==> src/rtl/ecm_pkg.sv <==
package ecm_pkg;

    localparam int ADDR_W = 32;
    localparam int NREG   = 4;

    localparam int RG_ROM   = 0;
    localparam int RG_FWRAM = 1;
    localparam int RG_SPI   = 2;
    localparam int RG_SC    = 3;

    typedef enum logic [1:0] {
        CTX_FW      = 2'd0,
        CTX_APP     = 2'd1,
        CTX_SYSCALL = 2'd2
    } ctx_e;

    typedef struct packed {
        logic              valid;
        logic              instr;
        logic              write;
        logic [ADDR_W-1:0] addr;
    } bus_req_t;

    typedef struct packed {
        logic trap;
        logic syscall_irq;
        logic spi_deny;
        logic stack_deny;
    } verdict_t;

    function automatic logic is_fetch(input bus_req_t r);
        return r.valid && r.instr;
    endfunction

    function automatic logic is_data_write(input bus_req_t r);
        return r.valid && !r.instr && r.write;
    endfunction

endpackage

==> src/rtl/ecm_region_match.sv <==
module ecm_region_match #(
    parameter logic [31:0] BASE = 32'h0,
    parameter int          AW   = 12
) (
    input  logic [31:0] addr,
    output logic        hit
);
    // Power-of-two window: compare only the bits above the window size.
    assign hit = (addr[31:AW] == BASE[31:AW]);
endmodule

==> src/rtl/ecm_decode.sv <==
module ecm_decode
    import ecm_pkg::*;
#(
    parameter logic [31:0] ROM_BASE    = 32'h0000_0000,
    parameter int          ROM_AW      = 13,
    parameter logic [31:0] FWRAM_BASE  = 32'hD000_0000,
    parameter int          FWRAM_AW    = 12,
    parameter logic [31:0] SPI_BASE    = 32'hC300_0000,
    parameter int          SPI_AW      = 8,
    parameter logic [31:0] SC_BASE     = 32'hE100_0000,
    parameter int          SC_AW       = 24,
    parameter int          STACK_FLOOR = 512
) (
    input  bus_req_t          req,
    output logic [NREG-1:0]   hit,
    output logic              below_floor
);
    localparam logic [NREG*32-1:0] BASES = {SC_BASE, SPI_BASE, FWRAM_BASE, ROM_BASE};
    localparam int AWS [NREG] = '{ROM_AW, FWRAM_AW, SPI_AW, SC_AW};

    for (genvar i = 0; i < NREG; i++) begin : g_region
        ecm_region_match #(
            .BASE (BASES[i*32 +: 32]),
            .AW   (AWS[i])
        ) u_match (
            .addr (req.addr),
            .hit  (hit[i])
        );
    end

    logic [FWRAM_AW-1:0] ram_off;
    assign ram_off     = req.addr[FWRAM_AW-1:0];
    assign below_floor = (ram_off < FWRAM_AW'(STACK_FLOOR));
endmodule

==> src/rtl/ecm_ctx_tracker.sv <==
module ecm_ctx_tracker
    import ecm_pkg::*;
(
    input  logic            clk,
    input  logic            rst,
    input  bus_req_t        req,
    input  logic [NREG-1:0] hit,
    input  logic            irq_return,
    output ctx_e            ctx
);
    logic leave_rom;
    logic sc_write;
    ctx_e ctx_nxt;

    assign leave_rom = is_fetch(req) && !hit[RG_ROM];
    assign sc_write  = is_data_write(req) && hit[RG_SC];

    always_comb begin
        ctx_nxt = ctx;
        case (ctx)
            CTX_FW:      ctx_nxt = leave_rom ? CTX_APP : CTX_FW;
            CTX_APP:     ctx_nxt = sc_write ? CTX_SYSCALL : CTX_APP;
            CTX_SYSCALL: ctx_nxt = (irq_return && !sc_write) ? CTX_APP : CTX_SYSCALL;
            default:     ctx_nxt = CTX_APP;
        endcase
    end

    always_ff @(posedge clk) begin
        if (rst) ctx <= CTX_FW;
        else     ctx <= ctx_nxt;
    end
endmodule

==> src/rtl/ecm_policy.sv <==
module ecm_policy
    import ecm_pkg::*;
(
    input  bus_req_t        req,
    input  logic [NREG-1:0] hit,
    input  logic            below_floor,
    input  ctx_e            ctx,
    output verdict_t        verdict
);
    logic in_app;
    logic may_run_rom;

    assign in_app      = (ctx != CTX_FW);
    assign may_run_rom = (ctx != CTX_APP);

    always_comb begin
        verdict             = '0;
        verdict.trap        = is_fetch(req) && hit[RG_ROM] && !may_run_rom;
        verdict.syscall_irq = is_data_write(req) && hit[RG_SC];
        verdict.spi_deny    = req.valid && hit[RG_SPI] && in_app;
        verdict.stack_deny  = req.valid && hit[RG_FWRAM] && below_floor;
    end
endmodule

==> src/rtl/exec_ctx_monitor.sv <==
module exec_ctx_monitor
    import ecm_pkg::*;
#(
    parameter logic [31:0] ROM_BASE        = 32'h0000_0000,
    parameter int          ROM_AW          = 13,
    parameter logic [31:0] FWRAM_BASE      = 32'hD000_0000,
    parameter int          FWRAM_AW        = 12,
    parameter logic [31:0] SPI_BASE        = 32'hC300_0000,
    parameter int          SPI_AW          = 8,
    parameter logic [31:0] SC_BASE         = 32'hE100_0000,
    parameter int          SC_AW           = 24,
    parameter int          STACK_FLOOR     = 512,
    parameter int          RESETINFO_BYTES = 256
) (
    input  logic        clk,
    input  logic        rst,
    input  logic        bus_valid,
    input  logic        bus_instr,
    input  logic        bus_write,
    input  logic [31:0] bus_addr,
    input  logic        irq_return,
    output logic        app_mode,
    output logic        trap,
    output logic        syscall_irq,
    output logic        spi_deny,
    output logic        stack_deny
);
    localparam int FWRAM_BYTES = 1 << FWRAM_AW;
    localparam int FLOOR_LIMIT = FWRAM_BYTES - RESETINFO_BYTES;
    // The floor may never reach into the reset-info area.
    localparam int EFF_FLOOR   = (STACK_FLOOR > FLOOR_LIMIT) ? FLOOR_LIMIT : STACK_FLOOR;

    bus_req_t        req;
    logic [NREG-1:0] hit;
    logic            below_floor;
    ctx_e            ctx;
    verdict_t        verdict;

    assign req = '{valid: bus_valid, instr: bus_instr, write: bus_write, addr: bus_addr};

    ecm_decode #(
        .ROM_BASE    (ROM_BASE),
        .ROM_AW      (ROM_AW),
        .FWRAM_BASE  (FWRAM_BASE),
        .FWRAM_AW    (FWRAM_AW),
        .SPI_BASE    (SPI_BASE),
        .SPI_AW      (SPI_AW),
        .SC_BASE     (SC_BASE),
        .SC_AW       (SC_AW),
        .STACK_FLOOR (EFF_FLOOR)
    ) u_decode (
        .req         (req),
        .hit         (hit),
        .below_floor (below_floor)
    );

    ecm_ctx_tracker u_ctx (
        .clk        (clk),
        .rst        (rst),
        .req        (req),
        .hit        (hit),
        .irq_return (irq_return),
        .ctx        (ctx)
    );

    ecm_policy u_policy (
        .req         (req),
        .hit         (hit),
        .below_floor (below_floor),
        .ctx         (ctx),
        .verdict     (verdict)
    );

    assign app_mode    = (ctx != CTX_FW);
    assign trap        = verdict.trap;
    assign syscall_irq = verdict.syscall_irq;
    assign spi_deny    = verdict.spi_deny;
    assign stack_deny  = verdict.stack_deny;
endmodule

==> config.mk <==
export PLATFORM = sky130hd
export DESIGN_NAME = exec_ctx_monitor
export DESIGN_NICKNAME = d
export VERILOG_FILES = /design/src/rtl/ecm_pkg.sv /design/src/rtl/ecm_region_match.sv /design/src/rtl/ecm_decode.sv /design/src/rtl/ecm_ctx_tracker.sv /design/src/rtl/ecm_policy.sv /design/src/rtl/exec_ctx_monitor.sv
export SDC_FILE = /design/constraint.sdc
export NUM_CORES = 1
export LEC_CHECK = 0
export CORE_AREA = 4 4 41 43
export CTS_CLUSTER_DIAMETER = 30
export CTS_CLUSTER_SIZE = 20
export DETAILED_ROUTE_END_ITERATION = 8
export DIE_AREA = 0 0 45 47
export PLACE_DENSITY = 0.73
export SLEW_MARGIN = 10
export SYNTH_ARGS = -nofsm -noshare
export SYNTH_HDL_FRONTEND = slang
export SYNTH_SLANG_ARGS = --single-unit
==> constraint.sdc <==
create_clock -name clk -period 2.35 [get_ports clk]
set_input_delay 0.235 -clock clk [delete_from_list [all_inputs] [get_ports clk]]
set_output_delay 0.235 -clock clk [all_outputs]
set_load 0.01 [all_outputs]
==> results.toml, run 1 <==
[outcome]
status = "finished clean"

[routing]
antenna_left = 0
wl_per_cell_um = 13.4
drtPass1Iterations = 3
viasPerCell = 4.69
drtIter0Drc = 5
dr_total_vias = 417
drc = 0
met3_length_um = 40
m1WireLength_um = 427
wirelength_mm = 1.19
top_layer_used = "met3"
met2_length_um = 727

[floorplan]
die_h_um = 47
initial_core_util = 0.184
core_um2 = 1300
row_count = 13
dieWidth_um = 45
die-area_um2 = 2120
pin_count = 43

[timing]
period_needed_ns = 2.16
tightestPinTransition_ns = 0.305
whs_ns = 0.541
clock.fmax_ghz = 0.463
post-route-period-util = 0.920
slew_headroom = 0.795
setup_viol = 0
rsz0062_at_grt = "false"
fin_skew_ns = 0.00546
setup_ws_ns = 0.188
hold_viol_final = 0
final_max_slew_viol_count = 0

[setup_path]
critPathLaunch = "bus_addr[19]"
crit_fanout = 2
worst-endpoint-arrival_ns = 1.93
crit_required_ns = 2.12
path_buf_inv = 2
crit_family = "simple AND/OR/NAND/NOR gates"
cp.depth = 6
critPathKind = "in2out"
worst-r2r-cell-count = 3
r2r_end = "u_ctx.ctx[0]"
worstPathCellList = "clkdlybuf4s50_1 > nor4_2 > and3_1 > nand3_1 > nor4b_1 > dlygate4sd2_1"
critical_path.slowest_cell = "clkdlybuf4s50_1"
r2r-start = "u_ctx.ctx[1]"
r2r_slack_ns = 1.21
crit_path_start_kind = "input port"
slowest_delay_ns = 0.42
cp-end-kind = "output pin"

[placed_design]
dpl-instance-area_um2 = 643
globalplace.congestion = 0.768
port_buffers = 34
hpwl_mm = 1.07
dp_slack_ns = -0.139

[power_and_ir_drop]
p_sw_frac = 0.211
p_per_area_nw_per_um2 = 273
worst_ir_drop_vdd_mv = 0.117
clkPwrFrac = 0.408
power_frac_seq = 0.198
p_leak_nw = 0.270
p_int_mw = 0.147
power_frac_comb = 0.394
p_sw_mw = 0.0394

[clock_tree]
cts_root_buffer = "clkbuf_4"
clk_pin_slew_ns = 0.03
htree_levels = 1
cts_buffers = 3
clockBufferDepth = 2
postCtsSetupBuffers = 0
clkLatencyLatePin_ns = 0.23
cts_sinks = 2
cts_tree = "yes"

[finish]
syn2layout_area_growth_pct = 186
drive_gt1_frac = 0.216
multiInputGateArea_um2 = 210
fin_nets = 114
top_regs = "u_ctx.ctx: 2 flops"
design_area_um2 = 683
regMostFlops = "u_ctx.ctx"
regArea_um2 = 40.0
antenna_cells = 0
largest_register_ffs = 2
fillers = 134

[min_path]
holdPathStages = 2
min_to = "u_ctx.ctx[0]"
worstHoldStart = "u_ctx.ctx[0]"
min_path_type = "reg2reg"

[global_route]
overflow = 0
grt_pass1_vias = 466
grt_max_degree = 7
grt_pass1_wl_mm = 1.94
antenna_found_initial = 0
gr-usage-all-layers = 0.126

[synth]
ys_seq_elements = 2
yosysWarnings = 0
synthCells = 31
yosysSeqAreaShare = 0.168
synth_nets = 69
synth_cell_types = 19
synth_area_um2 = 239
avgSynthCellArea_um2 = 7.71

[flow_run]
maxCapViolCount = 0
-- cells by family after synthesis --
kind of cell,Yosys count,synth area share
buffers and inverters,2,0.0314
AND/OR/NAND/NOR,22,0.634
AO/OA/AOI/OAI,5,0.168
flip-flops,2,0.168
-- metal layers --
metal | vias to the layer above | GRT usage
met1 | 188 | 0.135
met2 | 10 | 0.223
met4 | 0 | 0.0819
li1 | 219 | -
met3 | 0 | 0.0268
met5 | - | 0
-- what timing repair did --
item,4_1_cts,5_1_grt
hold buffers,0,0
endpoints found under the setup margin,3,1
resized for setup,5,2
-- layout by cell type (no fill, tap or decap), drive strengths merged, types with 2 or more instances in the layout --
cell / n
dlygate4sd2: 3
nand4bb: 2
dfxtp: 2
nor4: 6
inv: 2
clkbuf: 3
buf: 6
clkdlybuf4s50: 30
nand2: 2
nand3: 4
-- power by group through the flow --
stage / clock, mW / combinational [mW] / sequential (mW)
floorplan: 0 / 0.0107 / 0.0368
global placement: 0 / 0.0698 / 0.0372
detailed placement: 0 / 0.0710 / 0.0372
CTS: 0.0798 / 0.0732 / 0.0368
global route: 0.0884 / 0.0786 / 0.0370
finish: 0.0760 / 0.0734 / 0.0368
-- worst max path at each step --
stage,endpoint,slack (ns)
floorplan,u_ctx.ctx[1],0.69
global placement,trap,-0.15
detailed placement,trap,-0.14
CTS,stack_deny,0.09
global route,trap,0.01
finish,trap,0.19
-- through the flow --
step | utilization | total power [mW] | cells | TNS, ns
after detailed placement | 0.494 | 0.108 | 86 | -0.242
after global routing | 0.525 | 0.204 | 89 | 0
after CTS | 0.518 | 0.190 | 89 | 0
after global placement | 0.494 | 0.107 | 86 | -0.195
final | 0.525 | 0.186 | 89 | 0
after floorplan | - | 0.0475 | 31 | 0
-- final cells by class --
cell class              count  share of cell area
inverters                   2              0.0110
well taps                  15              0.0275
multi-input cells          27               0.308
clock buffers               3              0.0330
repair buffers             40               0.562
flip-flops and latches      2              0.0586
-- cell usage after synthesis (all sizes together) --
master | number | area, um^2
a311o | 1 | 10.0
dfxtp | 2 | 40.0
nand2 | 2 | 7.51
or4 | 1 | 7.51
a211o | 1 | 10.0
nand3 | 4 | 20.0
o21ai | 1 | 5.00
or4b | 1 | 10.0
a21oi | 1 | 8.76
nor4 | 6 | 37.5
nor3 | 1 | 5.00
and3 | 1 | 6.26
or2 | 1 | 6.26
or3b | 1 | 8.76
nor4b | 1 | 8.76
a31oi | 1 | 6.26
or3 | 1 | 11.3
inv | 2 | 7.51
nand4bb | 2 | 22.5
-- tightest hold or removal path: stages (launching register included) --
cell	delay (ns)
dfxtp_1	0.32
o21ai_0	0.08
a31oi_1	0.08
(Power assumes the default switching activity.)
==> run 2, diff against run 1 <==
CORE_AREA = 2 2 39 41   (was 4 4 41 43)
DIE_AREA = 0 0 41 43   (was 0 0 45 47)
==> run 2 against run 1 <==
  * Clock skew down 0.00099 ns
  * Via count grew 3.4%
  * First-iteration DRC count fell by 80%
  * Flip-flop and latch count stayed put
  * Sequential share of layout area shrank 0.074 points
  * Register-to-register slack is essentially flat
  * Routed wire length is 19% lower
  * Final area increased by 1.3%
  * Critical endpoint is now spi_deny
==> results.toml, run 2 (synthesis results as in run 1) <==
[timing]
setup_viol = 0
final_max_slew_viol_count = 0
post-route-period-util = 0.912
setup_ws_ns = 0.207
hold_viol_final = 0
tightestPinTransition_ns = 0.256
rsz0062_at_grt = "false"
slew_headroom = 0.828
fin_skew_ns = 0.00448
period_needed_ns = 2.14
tns_ns = 0
clock.fmax_ghz = 0.467

[placed_design]
globalplace.congestion = 0.703
dpl-instance-area_um2 = 652
port_buffers = 34
hpwl_um = 859
dp_slack_ns = -0.146

[routing]
wirelength_um = 966
antenna_left = 0
drc = 0
drtIter0Drc = 1
wl_per_cell_um = 10.6
dr_total_vias = 431
drtPass1Iterations = 2
viasPerCell = 4.74

[power_and_ir_drop]
p_leak_nw = 0.275
p_int_mw = 0.147
p_total_mw = 0.183
power_frac_comb = 0.405
power_frac_seq = 0.201
p_sw_mw = 0.0357
worst_ir_drop_vdd_mv = 0.182
p_sw_frac = 0.195
p_per_area_nw_per_um2 = 264
clkPwrFrac = 0.394

[outcome]
status = "finished clean"

[setup_path]
critPathKind = "in2out"
critPathLaunch = "bus_addr[26]"
crit_path_start_kind = "input port"
crit_required_ns = 2.12
slowest_delay_ns = 0.55
worst-endpoint-arrival_ns = 1.91
cp-end-kind = "output pin"
crit_family = "simple AND/OR/NAND/NOR gates"
path_buf_inv = 2
critical_path.slowest_cell = "or4b_1"
worstPathCellList = "clkdlybuf4s50_1 > or4b_1 > nand4bb_1 > nor4_1 > dlygate4sd2_1"
r2r-start = "u_ctx.ctx[0]"
crit_fanout = 2

[finish]
syn2layout_area_growth_pct = 190
fin_nets = 115
multiInputGateArea_um2 = 210
antenna_cells = 0
final_common_cell = "clkdlybuf4s50_1"
regMostFlops = "u_ctx.ctx"
mostFrequentLayoutCells = "30 x clkdlybuf4s50_1, 7 x buf_4, 4 x nand3_1"
regArea_um2 = 40.0
design_area_um2 = 692
largest_register_ffs = 2
fillers = 140
utilization = 0.500
drive_gt1_frac = 0.227
top_regs = "u_ctx.ctx: 2 flops"

[clock_tree]
clk_pin_slew_ns = 0.03
cts_buffers = 3
cts_sinks = 2
cts_tree = "yes"
clkLatencyLatePin_ns = 0.22
holdBufCountCts = 0
clockBufferDepth = 2
postCtsSetupBuffers = 0
htree_levels = 1
cts_root_buffer = "clkbuf_4"

[global_route]
grt_pass1_vias = 426
grt_max_degree = 7
antenna_found_initial = 0
overflow = 0
gr-usage-all-layers = 0.125
grt_pass1_wl_mm = 1.56

[floorplan]
row_count = 14
initial_core_util = 0.173
dieWidth_um = 41
die_h_um = 43
pin_count = 43
core_um2 = 1380
die-area_um2 = 1760

[min_path]
min_path_type = "reg2reg"
worstHoldStart = "u_ctx.ctx[0]"

[flow_run]
maxCapViolCount = 0
-- run 2: cell count changes in the layout (fill, tap and decap cells not counted) --
cell and change:
buf_4 +1
-- run 2: area by class of cell --
type | instances | share of cell area
sequential | 2 | 0.0579
tap | 16 | 0.0289
clock buffer | 3 | 0.0325
multi-input combinational | 27 | 0.304
timing repair buffer | 41 | 0.566
inverter | 2 | 0.0108
-- run 2: path summary, 6_finish.rpt --
path | slack, ns | depth (start not counted) | endpoint
max | 0.21 | 5 | spi_deny
min | 0.54 | 2 | u_ctx.ctx[0]
min reg2reg | 0.54 | 2 | u_ctx.ctx[0]
max reg2reg | 1.22 | 3 | u_ctx.ctx[0]
-- run 2: per-layer routing --
metal | GRT usage | part of all wire
met3 | 0.0419 | 0.073
met2 | 0.194 | 0.52
met5 | 0 | 0
met1 | 0.156 | 0.41
met4 | 0.0400 | 0
-- run 2: worst register-to-register path, stage by stage (launching register included) --
cell and delay [ns]:
dfxtp_1 0.32, or2_2 0.32, a311o_1 0.28, a31oi_1 0.13
-- run 2: power by group through the flow --
stage               clock (mW)  combinational, mW  sequential [mW]
detailed placement           0             0.0713           0.0373
global placement             0             0.0702           0.0372
CTS                     0.0753             0.0735           0.0369
floorplan                    0             0.0107           0.0368
finish                  0.0720             0.0740           0.0368
global route            0.0844             0.0795           0.0371
-- run 2: stage by stage --
stage          hold slack, ns  std cells
3_5_place_dp            0.537         88
6_report                0.536         91
4_1_cts                 0.544         91
5_1_grt                 0.585         91
3_3_place_gp            0.527         88
2_1_floorplan           0.297         31
-- run 2: timing repair --
action	CTS	global route
gates resized for setup	5	2
setup endpoints to repair	4	1
pin swaps	0	0
hold endpoints to repair	0	0
